===== src/rtl/lkd_pkg.sv =====
package lkd_pkg;
  typedef enum logic [1:0] {
    ST_NOCAR = 2'd0,
    ST_HUNT  = 2'd1,
    ST_LOCK  = 2'd2
  } lkd_state_e;

  function automatic int lkd_width(input int n);
    return (n > 1) ? $clog2(n) : 1;
  endfunction
endpackage


===== src/rtl/lkd_attempt_seq.sv =====
module lkd_attempt_seq #(
  parameter int ATTEMPT_CYCLES = 64,
  parameter int HUNT_ATTEMPTS  = 4
) (
  input  logic clk,
  input  logic rst_n,
  input  logic clr,
  input  logic run,
  output logic hd_d
);
  localparam int TW = lkd_pkg::lkd_width(ATTEMPT_CYCLES);
  localparam int AW = lkd_pkg::lkd_width(HUNT_ATTEMPTS);

  logic [TW-1:0] tmr_q, tmr_d;
  logic [AW-1:0] att_q, att_d;

  always_comb begin
    tmr_d = tmr_q;
    att_d = att_q;
    if (clr) begin
      tmr_d = '0;
      att_d = '0;
    end else if (run) begin
      if (tmr_q == TW'(ATTEMPT_CYCLES - 1)) begin
        tmr_d = '0;
        att_d = (att_q == AW'(HUNT_ATTEMPTS - 1)) ? '0 : att_q + AW'(1);
      end else begin
        tmr_d = tmr_q + TW'(1);
      end
    end
  end

  always_ff @(posedge clk or negedge rst_n) begin
    if (!rst_n) begin
      tmr_q <= '0;
      att_q <= '0;
    end else begin
      tmr_q <= tmr_d;
      att_q <= att_d;
    end
  end

  assign hd_d = att_d[0];
endmodule


===== src/rtl/lkd_loss_mon.sv =====
module lkd_loss_mon #(
  parameter int LOSS_CYCLES = 256
) (
  input  logic clk,
  input  logic rst_n,
  input  logic clr,
  input  logic run,
  output logic at_limit
);
  localparam int CW = lkd_pkg::lkd_width(LOSS_CYCLES);

  logic [CW-1:0] cnt_q;

  assign at_limit = (cnt_q == CW'(LOSS_CYCLES - 1));

  always_ff @(posedge clk or negedge rst_n) begin
    if (!rst_n) begin
      cnt_q <= '0;
    end else if (clr) begin
      cnt_q <= '0;
    end else if (run) begin
      cnt_q <= at_limit ? '0 : cnt_q + CW'(1);
    end
  end
endmodule


===== src/rtl/lkd_lock_ctrl.sv =====
module lkd_lock_ctrl
  import lkd_pkg::*;
#(
  parameter int ATTEMPT_CYCLES = 64,
  parameter int LOSS_CYCLES    = 256,
  parameter int HUNT_ATTEMPTS  = 4
) (
  input  logic clk,
  input  logic rst_n,
  input  logic carrier_n,
  input  logic master_mode,
  input  logic slave_hd,
  input  logic asi_mode,
  input  logic bypass,
  input  logic analog_lock,
  input  logic trs_hit,
  input  logic asi_hit,
  output logic rate_hd,
  output logic center_req,
  output logic locked,
  output logic mute
);
  lkd_state_e state_q, state_d;
  logic sync_seen;
  logic seq_clr, seq_run, seq_hd_d;
  logic loss_clr, loss_run, loss_limit;
  logic locked_d;

  assign sync_seen = trs_hit | asi_hit;

  lkd_attempt_seq #(
    .ATTEMPT_CYCLES(ATTEMPT_CYCLES),
    .HUNT_ATTEMPTS (HUNT_ATTEMPTS)
  ) u_seq (
    .clk  (clk),
    .rst_n(rst_n),
    .clr  (seq_clr),
    .run  (seq_run),
    .hd_d (seq_hd_d)
  );

  lkd_loss_mon #(
    .LOSS_CYCLES(LOSS_CYCLES)
  ) u_loss (
    .clk     (clk),
    .rst_n   (rst_n),
    .clr     (loss_clr),
    .run     (loss_run),
    .at_limit(loss_limit)
  );

  always_comb begin
    state_d  = state_q;
    seq_clr  = 1'b0;
    seq_run  = 1'b0;
    loss_clr = 1'b1;
    loss_run = 1'b0;
    if (carrier_n) begin
      state_d = ST_NOCAR;
      seq_clr = 1'b1;
    end else if (bypass) begin
      state_d = ST_HUNT;
      seq_clr = 1'b1;
    end else begin
      unique case (state_q)
        ST_NOCAR: begin
          state_d = ST_HUNT;
          seq_clr = 1'b1;
        end
        ST_HUNT: begin
          if (sync_seen) state_d = ST_LOCK;
          else           seq_run = 1'b1;
        end
        ST_LOCK: begin
          if (!sync_seen) begin
            loss_clr = 1'b0;
            loss_run = 1'b1;
            if (loss_limit) begin
              state_d = ST_HUNT;
              seq_clr = 1'b1;
            end
          end
        end
        default: begin
          state_d = ST_NOCAR;
          seq_clr = 1'b1;
        end
      endcase
    end
  end

  assign locked_d = (!carrier_n && bypass) ? analog_lock : (state_d == ST_LOCK);

  always_ff @(posedge clk or negedge rst_n) begin
    if (!rst_n) begin
      state_q    <= ST_NOCAR;
      locked     <= 1'b0;
      mute       <= 1'b1;
      rate_hd    <= 1'b0;
      center_req <= 1'b1;
    end else begin
      state_q    <= state_d;
      locked     <= locked_d;
      mute       <= !locked_d && !(!master_mode && asi_mode);
      rate_hd    <= master_mode ? seq_hd_d : slave_hd;
      center_req <= carrier_n;
    end
  end
endmodule


===== config.mk =====
export PLATFORM = sky130hd
export DESIGN_NAME = lkd_lock_ctrl
export DESIGN_NICKNAME = d
export VERILOG_FILES = /design/src/rtl/lkd_pkg.sv /design/src/rtl/lkd_attempt_seq.sv /design/src/rtl/lkd_loss_mon.sv /design/src/rtl/lkd_lock_ctrl.sv
export SDC_FILE = /design/constraint.sdc
export NUM_CORES = 1
export LEC_CHECK = 0
export ABC_CLOCK_PERIOD_IN_PS = 2000
export BUFFER_PORTS_ARGS = -buffer_cell sky130_fd_sc_hd__buf_2
export CAP_MARGIN = 10
export CORE_AREA = 2 2 69 45
export DETAILED_ROUTE_END_ITERATION = 8
export DIE_AREA = 0 0 71 47
export GPL_TIMING_DRIVEN = 1
export HOLD_SLACK_MARGIN = 0.05
export PLACE_DENSITY = 0.67
export SLEW_MARGIN = 5
export SYNTH_ARGS = -nofsm -noshare
export SYNTH_HDL_FRONTEND = slang
export SYNTH_SLANG_ARGS = --single-unit

===== constraint.sdc =====
create_clock -name clk -period 2 [get_ports clk]
set_input_delay 0.4 -clock clk [delete_from_list [all_inputs] [get_ports clk]]
set_output_delay 0.4 -clock clk [all_outputs]
set_load 0.005 [all_outputs]

* Word level (Yosys, flattened, before mapping)
Cells that the tools add are included.
** Operators by class
- Add/subtract/negate cells :: 3
- Equality and inequality tests :: 6
- Mux-type cells :: 34
- Bitwise gates (word level) :: 1
- Reduce and logical (&&, ||, !) cells :: 12
** Operators by type and width (number)
- $mux W8 :: 3
- $mux W2 :: 9
- $mux W6 :: 3
- $mux W1 :: 17
- $add A8 B1 Y8 const B :: 1
- $eq A8 B8 Y1 const B :: 1
- $add A6 B1 Y6 const B :: 1
- $eq A2 B2 Y1 const B :: 3
- $eq A6 B6 Y1 const B :: 1
- $pmux W2 S3 :: 1
- $reduce_bool A2 Y1 :: 3
- $logic_not A1 Y1 :: 4
- $logic_and A1 B1 Y1 :: 3
- $add A2 B1 Y2 const B :: 1
- $eq A2 B1 Y1 const B :: 1
- $logic_not A2 Y1 :: 1
- $pmux W1 S2 :: 1
- $reduce_and A2 Y1 :: 1
- $or A1 B1 Y1 :: 1
** Word-level totals
- Register bits :: 22
- Output and inout port bits :: 4
- Logic and storage cells :: 65

* Depth between registers and ports, before layout
Gate-level depths: netlist (run 1).
- Word-level depth :: 10
- Depth in mapped cells :: 6
- Mapped depth without buffers :: 5

* Modules after synthesis
A second synthesis (run 1) with hierarchy kept.
** Second synthesis, totals
- Cells, all modules :: 119
- Area, all modules :: 1171.1 um^2
** By module, submodules not included
- lkd_loss_mon :: instances 1, cells each 46, area an instance 434.2 um^2, sequential area each 200.2 um^2
- lkd_attempt_seq :: instances 1, cells each 44, area an instance 430.4 um^2, sequential area each 200.2 um^2
- lkd_lock_ctrl :: instances 1, cells each 29, area an instance 306.5 um^2, sequential area each 152.6 um^2

* Worst setup path after synthesis (run 1)
OpenSTA, ideal clock, no wires.
- Path kind :: register to register
- From :: reg u_loss.cnt_q[0]
- To :: reg u_seq.tmr_q[1]
- Arrival time :: 1.416 ns
- Required time :: 1.921 ns
- Slack :: 0.505 ns
- Stages on the path, launching flop included :: 7
- Clock period less this slack :: 1.495 ns
- Cells stage by stage :: dfrtp_1 -> ha_1 -> and3_1 -> buf_2 -> a31oi_2 -> o21ai_1 -> a21oi_1
** On the way
- Word-level cells in the longest chain between the ends :: 7
- Elaborated cells on any way between the ends :: 8
** Ends and longest elaborated chain
- start: declaration :: line lkd_loss_mon.sv:12 : logic [CW-1:0] cnt_q;
- start signal: assignment :: line lkd_loss_mon.sv:22 : cnt_q <= at_limit ? '0 : cnt_q + CW'(1);
- $eq A8 B8 Y1 (*) :: line lkd_loss_mon.sv:14 : assign at_limit = (cnt_q == CW'(LOSS_CYCLES - 1));
- $mux W1 (*) :: line lkd_lock_ctrl.sv:78 : if (loss_limit) begin
- $mux W1 (*) :: line lkd_lock_ctrl.sv:75 : if (!sync_seen) begin
- $pmux W1 S2 (*) :: line lkd_lock_ctrl.sv:65 : unique case (state_q)
- $mux W1 (*) :: line lkd_lock_ctrl.sv:61 : end else if (bypass) begin
- $mux W1 (*) :: line lkd_lock_ctrl.sv:58 : if (carrier_n) begin
- $mux W6 or $reduce_bool A2 Y1 (tied branches)
- end signal: assignment :: line lkd_attempt_seq.sv:38 : tmr_q <= tmr_d;
- end: declaration :: line lkd_attempt_seq.sv:14 : logic [TW-1:0] tmr_q, tmr_d;
Mark *: on every way between the ends. The rest lies on a longest branch, timed or not.
A chain may end at the register's enable or synchronous reset.

* Worst setup path in the final report (run 1)
Ends and elaborated chain as after synthesis.

==> flow_summary.json, run 1 <==
{
  "hp-class": "in -> async",
  "ant_nets": 0,
  "synth_top_area_share_pct": 43.48,
  "vdd_drop_max_v": 0.0002824,
  "min_period_over_period_pct": 85.94,
  "drc": 0,
  "power_leakage_nw": 0.5770,
  "initial_utilization_pct": 42.30,
  "drt_first_pass_iters": 4,
  "numCtsBuffers": 3,
  "pin_count": 14,
  "core_area_um2": 2721,
  "power_density_nw_per_um2": 638.9,
  "wl_per_cell_um": 13.73,
  "synth_area_per_cell_um2": 10.10,
  "worst_clock_skew_ns": 0.001661,
  "critPathMaxFanout": 7,
  "path_class": "reg -> reg",
  "cts_htree_levels": 1,
  "ys_ff_latch": 22,
  "end_kind": "register",
  "timing.critical_path.required_ns": 2.18,
  "ys_warn_count": 0,
  "finalPower_w": 0.0008378,
  "die_area_um2": 3337,
  "synth_cells": 114,
  "dp_slack_ns": 0.2034,
  "cp_slowest_cell": "dfrtp_1",
  "wl_met2_um": 951,
  "wl_um": 2251,
  "synth_mux_area_share_pct": 3.478,
  "grtUsageTotal_pct": 14.99,
  "relSlewSlack_pct": 60.80,
  "synth_fa_ha_area_share_pct": 3.261,
  "setup_viol": 0,
  "rows": 15,
  "gp_congestion": 0.7953,
  "vias_per_cell": 5.598,
  "drt_iter0_drc": 64,
  "top_layer_used": "met4",
  "met3WireLength_um": 147,
  "fin_ws_ns": 0.2812,
  "start_kind": "register",
  "hold_viol_final": 0,
  "yosysMostFrequentCell": "dfrtp_1",
  "worstPathArrival_ns": 1.90,
  "fin_nets": 144,
  "grt_pass1_wl_um": 3767,
  "hpwl_um": 1636,
  "cts_tree": "yes",
  "n_antenna_cell": 0,
  "r2r-start": "u_loss.cnt_q[0]",
  "vias": 918,
  "antenna_found_initial": 0,
  "cts_max_path_buffers": 2,
  "rsz0062_at_grt": "false",
  "synth_commonest_cells": "20 x dfrtp_1, 15 x nor2_1, 7 x and3_1",
  "synth_top_family_by_area": "simple AND/OR/NAND/NOR gates",
  "layout-drive-gt1-share_pct": 17.69,
  "dieWidth_um": 71,
  "area_growth_pct": 13.91,
  "path_buf_inv": 0,
  "clk_latency_ns": 0.26,
  "port_buffers": 13,
  "ys.flop_type": "dfrtp_1",
  "tightest_slew_ns": 0.5859,
  "r2r_setup_slack_ns": 0.28,
  "grt_max_degree": 23,
  "synth-simple-area-share_pct": 24.35,
  "rr_worst_depth": 5,
  "gr-total-overflow": 0,
  "synth_edf_count": 0,
  "yosysSeqAreaShare_pct": 48.04,
  "max_cap_violations": 0,
  "max_stage_delay_ns": 0.40,
  "mappedNetlistNets": 127,
  "grt_pass1_vias": 803,
  "ys_async_sr_fraction_pct": 100.0,
  "synth_area_leaders": "dfrtp_1 43%, nor2_1 4.9%, dfstp_2 4.6%, and3_1 3.8%, mux2i_1 3.5%",
  "die_h_um": 47,
  "crit_chain": "ha_1, and3_1, a31oi_2, o21ai_1, a21oi_1",
  "root_buffer": "clkbuf_8",
  "cp_top_family": "compound AO/OA/AOI/OAI gates",
  "max_freq_ghz": 0.5818,
  "yosys.area.top_type": "dfrtp_1",
  "synth_compound_area_share_pct": 12.61,
  "min_period_ns": 1.719,
  "cts.sinks": 22,
  "post_cts_buffers": 0,
  "r2r_end": "u_seq.tmr_q[1]",
  "drt-met1-wl_um": 1141,
  "synth_cell_types": 31,
  "synth_area_um2": 1151,
  "synth-xor-area-share_pct": 6.087,
  "slew_viol_final": 0,
  "cts_hold_buf": 0,
  "clk_pin_slew_worst_paths_ns": 0.07,
  "outcome": "complete, no violations",
  "tns_ns": 0,
  "cts_resized": 0
}
per-layer routing:
layer / up-vias / track usage (%)
li1: 449 / -
met1: 438 / 19.87
met2: 29 / 22.99
met3: 2 / 5.794
met4: 0 / 5.283
met5: - / 0
cells by family (layout without fill, tap and decap cells):
kind of cell    Yosys count  in the layout
xor+xnor                  8              8
compound gates           21             21
mux                       4              4
fa+ha+maj                 3              3
simple gates             50             50
flops                    22             22
buf+inv                   6             22
state kept, by name, summed over array words and instances (netlist names):
name	count
state_q	2
u_seq.att_q	2
u_seq.tmr_q	6
u_loss.cnt_q	8
locked	1
mute	1
rate_hd	1
center_req	1
metrics by stage:
step	cells	util (%)	hold WS (ns)	area (µm²)
global route	164	48.18	0.1287	1311
finish	164	48.18	0.09107	1311
detailed placement	160	46.16	0.3909	1256
floorplan	114	-	0.1044	1151
CTS	164	48.18	0.1078	1311
global placement	160	46.16	0.3873	1256
where the power goes:
part	internal [W]	total, W	switching (W)
sequential	0.000454	0.000459	0.00000443
combinational	0.0000241	0.0000664	0.0000423
clock	0.000175	0.000313	0.000137
worst max-delay path by stage:
stage,startpoint,endpoint,depth (start not counted)
global placement,carrier_n,rate_hd,5
finish,u_loss.cnt_q[0],u_seq.tmr_q[1],5
floorplan,u_loss.cnt_q[0],u_seq.tmr_q[1],6
global route,u_loss.cnt_q[0],u_seq.tmr_q[1],5
CTS,u_loss.cnt_q[0],u_seq.tmr_q[1],5
detailed placement,carrier_n,rate_hd,5
worst reg2reg max path, cell delays in order (launching register included):
cell	delay, ns
dfrtp_1	0.40
ha_1	0.23
and3_1	0.28
a31oi_2	0.34
o21ai_1	0.21
a21oi_1	0.19
cells in the final DEF, fill, tap and decap left out:
| cell | n |
|---|---|
| dfrtp_1 | 20 |
| nor2_1 | 15 |
| buf_2 | 13 |
| and3_1 | 7 |
| nand3_1 | 6 |
| nand2_1 | 5 |
| o211ai_1 | 5 |
| nor2b_1 | 4 |
| nand4_1 | 4 |
| mux2i_1 | 4 |
| inv_1 | 4 |
| xor2_1 | 4 |
| xnor2_1 | 4 |
| clkbuf_8 | 4 |
| and4_1 | 3 |
| o21ai_0 | 3 |
| a21oi_1 | 3 |
| ha_1 | 3 |
| nand2b_1 | 2 |
| o21ai_1 | 2 |
| o2111ai_1 | 2 |
| dfstp_2 | 2 |
| a31oi_2 | 1 |
| nor4_4 | 1 |
| nand3_2 | 1 |
| or2_1 | 1 |
| nor3_1 | 1 |
| o22ai_1 | 1 |
| a21o_1 | 1 |
| a311oi_1 | 1 |
| a31oi_1 | 1 |
| a31o_1 | 1 |
| buf_4 | 1 |
final cells by class:
cell class / count / area [µm²]
Timing Repair Buffer: 14 / 72.57
Tap cell: 34 / 42.54
Clock buffer: 4 / 55.05
Fill cell: 244 / 1410
Inverter: 4 / 15.01
Multi-Input combinational cell: 86 / 573.1
Sequential cell: 22 / 553.0
No activity file was read; power rests on OpenSTA's default activity.
==> run 2: changes to the inputs <==
RECOVER_POWER = 25   (was default)
==> run 2 against run 1 <==
  * Clock power about the same
  * Maximum frequency about the same
  * Sequential cell count unchanged
  * Power about the same
  * First-iteration DRC count up 3.1%
  * Critical endpoint unchanged
  * Largest cell class unchanged
==> flow_summary.json, run 2 (same netlist as run 1, synthesis figures left out) <==
{
  "start_kind": "register",
  "fin_nets": 144,
  "slew_viol_final": 0,
  "area_growth_pct": 13.70,
  "pin_count": 14,
  "ant_nets": 0,
  "grt_pass1_wl_um": 3767,
  "cts_resized": 0,
  "hpwl_um": 1636,
  "hp-class": "in -> reg",
  "timing.critical_path.required_ns": 2.18,
  "post_cts_buffers": 0,
  "numCtsBuffers": 3,
  "p_int_w": 0.0006533,
  "wl_per_cell_um": 13.73,
  "rows": 15,
  "vias": 917,
  "drt_iter0_drc": 66,
  "tns_ns": 0,
  "clk_latency_ns": 0.26,
  "layout-drive-gt1-share_pct": 16.15,
  "design_area_um2": 1309,
  "cts_htree_levels": 1,
  "antenna_found_initial": 0,
  "cts_tree": "yes",
  "max_freq_ghz": 0.5818,
  "port_buffers": 13,
  "cts_hold_buf": 0,
  "post_dp_cell_area_um2": 1256,
  "grt_max_degree": 23,
  "p_switching_w": 0.0001839,
  "reg_top3": "u_loss.cnt_q (8), u_seq.tmr_q (6)",
  "dieWidth_um": 71,
  "worst_clock_skew_ns": 0.001660,
  "nFillCells": 245,
  "gr-total-overflow": 0,
  "outcome": "complete, no violations",
  "die_h_um": 47,
  "worstPathArrival_ns": 1.90,
  "n_antenna_cell": 0,
  "largest_reg_flops": 8,
  "max_cap_violations": 0,
  "path_class": "reg -> reg",
  "cts_max_path_buffers": 2,
  "power_leakage_nw": 0.5714,
  "cts.sinks": 22,
  "wl_um": 2251,
  "layout_common_cells": "20 x dfrtp_1, 15 x nor2_1, 11 x buf_2, 7 x and3_1, 6 x nand3_1",
  "root_buffer": "clkbuf_8",
  "layout_commonest_cell": "dfrtp_1",
  "combPwrFrac_pct": 7.8,
  "seq_power_share_pct": 54.8,
  "clk_pin_slew_worst_paths_ns": 0.07,
  "relSlewSlack_pct": 22.82,
  "core_area_um2": 2721,
  "die_area_um2": 3337,
  "grtUsageTotal_pct": 14.99,
  "critPathMaxFanout": 7,
  "rsz0062_at_grt": "false",
  "seqCellArea_um2": 553.0,
  "tightest_slew_ns": 1.158,
  "finalPower_w": 0.0008371,
  "p_clk_share_pct": 37.3,
  "min_period_ns": 1.719,
  "vias_per_cell": 5.591,
  "gp_congestion": 0.7953,
  "drt_first_pass_iters": 4,
  "switching_share_pct": 21.96,
  "hold_viol_final": 0,
  "setup_viol": 0,
  "drc": 0,
  "power_density_nw_per_um2": 639.6,
  "end_kind": "register",
  "multi_input_area_um2": 573.1,
  "initial_utilization_pct": 42.30,
  "vdd_drop_max_v": 0.0002824,
  "regMostFlops": "u_loss.cnt_q",
  "grt_pass1_vias": 803,
  "min_period_over_period_pct": 85.94
}
## run 2: cell types whose count changed in the layout (fill, tap and decap cells not counted), sizes merged
cell    previous run  this run
buf               14        12
clkbuf             4         6
## run 2: layout make-up
| cell class | count | area share, % |
|---|---|---|
| timing repair buffer | 14 | 5.354 |
| multi-input combinational | 86 | 43.79 |
| inverter | 4 | 1.147 |
| tap | 34 | 3.250 |
| clock buffer | 4 | 4.206 |
| sequential | 22 | 42.26 |
## run 2: final timing paths
path | endpoint | from | slack (ns) | depth (start not counted)
max | u_seq.tmr_q[1] | u_loss.cnt_q[0] | 0.28 | 5
min | center_req | carrier_n | 0.33 | 1
max reg2reg | u_seq.tmr_q[1] | u_loss.cnt_q[0] | 0.28 | 5
min reg2reg | u_loss.cnt_q[0] | u_loss.cnt_q[0] | 0.46 | 1
max in group asynchronous | u_seq.tmr_q[3] | rst_n | 0.97 | 1
min in group asynchronous | u_loss.cnt_q[0] | rst_n | 0.35 | 1
## run 2: metal layers
layer | up-vias | share of wire (%) | track usage [%]
met3 | 2 | 6.5 | 5.794
li1 | 450 | - | -
met2 | 29 | 42 | 22.99
met1 | 436 | 51 | 19.87
met5 | - | 0 | 0
met4 | 0 | 0.44 | 5.283
## run 2: metrics by stage
step                cells  util [%]  setup slack, ns  hold WS, ns
floorplan             114         -           0.5048       0.1044
detailed placement    160     46.16           0.2034       0.3909
finish                164     48.09           0.2811       0.3321
CTS                   164     48.18           0.2793       0.1078
global placement      160     46.16           0.3157       0.3873
global route          164     48.09           0.1197       0.3380
## run 2: power groups by stage
| stage | Combinational, W | Sequential (W) | Clock [W] |
|---|---|---|---|
| after global placement | 0.0000648 | 0.000468 | 0 |
| after floorplan | 0.0000299 | 0.000468 | 0 |
| after CTS | 0.0000668 | 0.000459 | 0.000321 |
| final | 0.0000657 | 0.000459 | 0.000313 |
| after detailed placement | 0.0000662 | 0.000467 | 0 |
| after global routing | 0.0000740 | 0.000460 | 0.000338 |
## run 2: worst max-delay path, cell delays in order, from the launching register on
cell and delay (ns):
dfrtp_1 0.40, ha_1 0.23, and3_1 0.28, a31oi_2 0.34, o21ai_1 0.21, a21oi_1 0.19
==> run 3: changes to the inputs <==
CORE_AREA = 2 2 52 59   (was 2 2 69 45)
DIE_AREA = 0 0 54 61   (was 0 0 71 47)
==> run 3 against run 2 <==
  * Sequential share of layout area grew 0.74 points
  * Sequential power is essentially flat
  * Setup slack gained 0.026 ns
  * Hold slack lost 0.048 ns
  * Clock power shrank 35%
  * Clock skew grew 0.0073 ns
  * Via count shrank 0.22%
  * Cell count is the same
  * Core utilization shrank 0.50 points
==> flow_summary.json, run 3 (same netlist as run 1, synthesis figures left out) <==
{
  "hpwl_um": 1741,
  "whs_endpoint": "center_req",
  "tightest_slew_ns": 1.161,
  "n_antenna_cell": 0,
  "rr_worst_depth": 5,
  "hold_viol_final": 0,
  "drt_first_pass_iters": 4,
  "fin_nets": 145,
  "regMostFlops": "u_loss.cnt_q",
  "tns_ns": 0,
  "finalNonFillerCells": 164,
  "drt_iter0_drc": 26,
  "port_buffers": 13,
  "cts_max_path_buffers": 2,
  "rsz0062_at_grt": "false",
  "power_density_nw_per_um2": 566.6,
  "r2r_end": "u_seq.tmr_q[5]",
  "worst_clock_skew_ns": 0.008942,
  "reg_top3": "u_loss.cnt_q (8), u_seq.tmr_q (6)",
  "combPwrFrac_pct": 9.1,
  "grt_max_degree": 23,
  "grt_pass1_wl_um": 4029,
  "design_area_um2": 1286,
  "clk_pin_slew_worst_paths_ns": 0.12,
  "dieWidth_um": 54,
  "layout_commonest_cell": "dfrtp_1",
  "setup_viol": 0,
  "hold_path_depth": 1,
  "vdd_drop_max_v": 0.0003214,
  "min_period_over_period_pct": 84.63,
  "p_switching_w": 0.0001723,
  "gr-total-overflow": 0,
  "core_area_um2": 2703,
  "drc": 0,
  "initial_utilization_pct": 42.59,
  "p_int_w": 0.0005564,
  "vias": 915,
  "area_growth_pct": 11.74,
  "wl_per_cell_um": 13.77,
  "fin_ws_ns": 0.3074,
  "outcome": "complete, no violations",
  "relSlewSlack_pct": 22.61,
  "r2r-start": "u_loss.cnt_q[0]",
  "root_buffer": "clkbuf_4",
  "timing.critical_path.required_ns": 2.23,
  "rows": 20,
  "post_cts_buffers": 0,
  "max_cap_violations": 0,
  "gp_congestion": 0.8269,
  "max_freq_ghz": 0.5908,
  "post_dp_cell_area_um2": 1262,
  "worstPathArrival_ns": 1.92,
  "die_h_um": 61,
  "dp_slack_ns": 0.3439,
  "critPathMaxFanout": 6,
  "layout-drive-gt1-share_pct": 16.03,
  "cts.sinks": 22,
  "hp-class": "in -> reg",
  "cts_tree": "yes",
  "cts_htree_levels": 1,
  "finalPower_w": 0.0007288,
  "cts_hold_buf": 0,
  "seq_power_share_pct": 62.9,
  "slew_viol_final": 0,
  "grtUsageTotal_pct": 16.62,
  "die_area_um2": 3294,
  "path_class": "reg -> reg",
  "vias_per_cell": 5.579,
  "r2r_setup_slack_ns": 0.31,
  "clk_latency_ns": 0.31,
  "p_clk_share_pct": 28.0,
  "grt_pass1_vias": 927,
  "layout_common_cells": "20 x dfrtp_1, 15 x nor2_1, 11 x buf_2, 7 x and3_1, 6 x nand3_1",
  "end_kind": "register",
  "switching_share_pct": 23.65,
  "pin_count": 14,
  "wl_um": 2258,
  "antenna_found_initial": 0,
  "cts_resized": 0,
  "power_leakage_nw": 0.5631,
  "dp_cells": 160,
  "min_from": "carrier_n",
  "numCtsBuffers": 3,
  "largest_reg_flops": 8,
  "start_kind": "register",
  "ant_nets": 0,
  "min_period_ns": 1.693
}
==> run 3: cell count changes in the layout (fill, tap and decap cells not counted) <==
cell      previous run  this run
clkbuf_4             0         3
clkbuf_1             2         3
clkbuf_8             4         0
buf_4                1         2
==> run 3: how the worst max path moves through the flow <==
| stage | slack [ns] | start | depth (start not counted) | endpoint |
|---|---|---|---|---|
| 2_1_floorplan | 0.50 | u_loss.cnt_q[0] | 6 | u_seq.tmr_q[1] |
| 3_3_place_gp | 0.32 | asi_hit | 5 | u_seq.tmr_q[5] |
| 3_5_place_dp | 0.34 | asi_hit | 5 | u_seq.tmr_q[5] |
| 4_1_cts | 0.31 | u_loss.cnt_q[0] | 5 | u_seq.tmr_q[5] |
| 5_1_grt | 0.13 | u_loss.cnt_q[0] | 5 | u_seq.tmr_q[5] |
| 6_report | 0.31 | u_loss.cnt_q[0] | 5 | u_seq.tmr_q[5] |
==> run 3: routing by layer <==
layer / GRT usage [%] / share of wire (%) / routed length (µm) / vias to the layer above
li1: - / - / - / 449
met1: 21.65 / 42 / 959 / 448
met2: 28.75 / 54 / 1214 / 15
met3: 3.202 / 3.1 / 71 / 3
met4: 3.214 / 0.58 / 13 / 0
met5: 0 / 0 / 0 / -
==> run 3: per-stage QoR <==
stage / hold WS, ns / util [%]
after CTS: 0.05429 / 47.69
after detailed placement: 0.3940 / 46.71
after global routing: 0.2917 / 47.59
after floorplan: 0.1044 / -
after global placement: 0.3857 / 46.71
final: 0.2844 / 47.59
==> run 3: power groups by stage <==
stage / Sequential (W) / Combinational, W / Clock [W]
4_1_cts: 0.000459 / 0.0000676 / 0.000211
3_5_place_dp: 0.000467 / 0.0000675 / 0
3_3_place_gp: 0.000467 / 0.0000659 / 0
6_report: 0.000459 / 0.0000661 / 0.000204
5_1_grt: 0.000460 / 0.0000763 / 0.000232
2_1_floorplan: 0.000468 / 0.0000299 / 0
==> run 3: area by class of cell <==
type	instances	area (µm²)
Tap cell	33	41.29
Sequential cell	22	553.0
Multi-Input combinational cell	86	573.1
Inverter	4	15.01
Timing Repair Buffer	15	77.57
Clock buffer	4	26.28
Fill cell	271	1416
==> run 3: worst max-delay path: stages (launching register included) <==
cell      delay (ns)
dfrtp_1         0.39
ha_1            0.18
and3_1          0.32
nand3_2         0.15
a311oi_1        0.35
mux2i_1         0.23
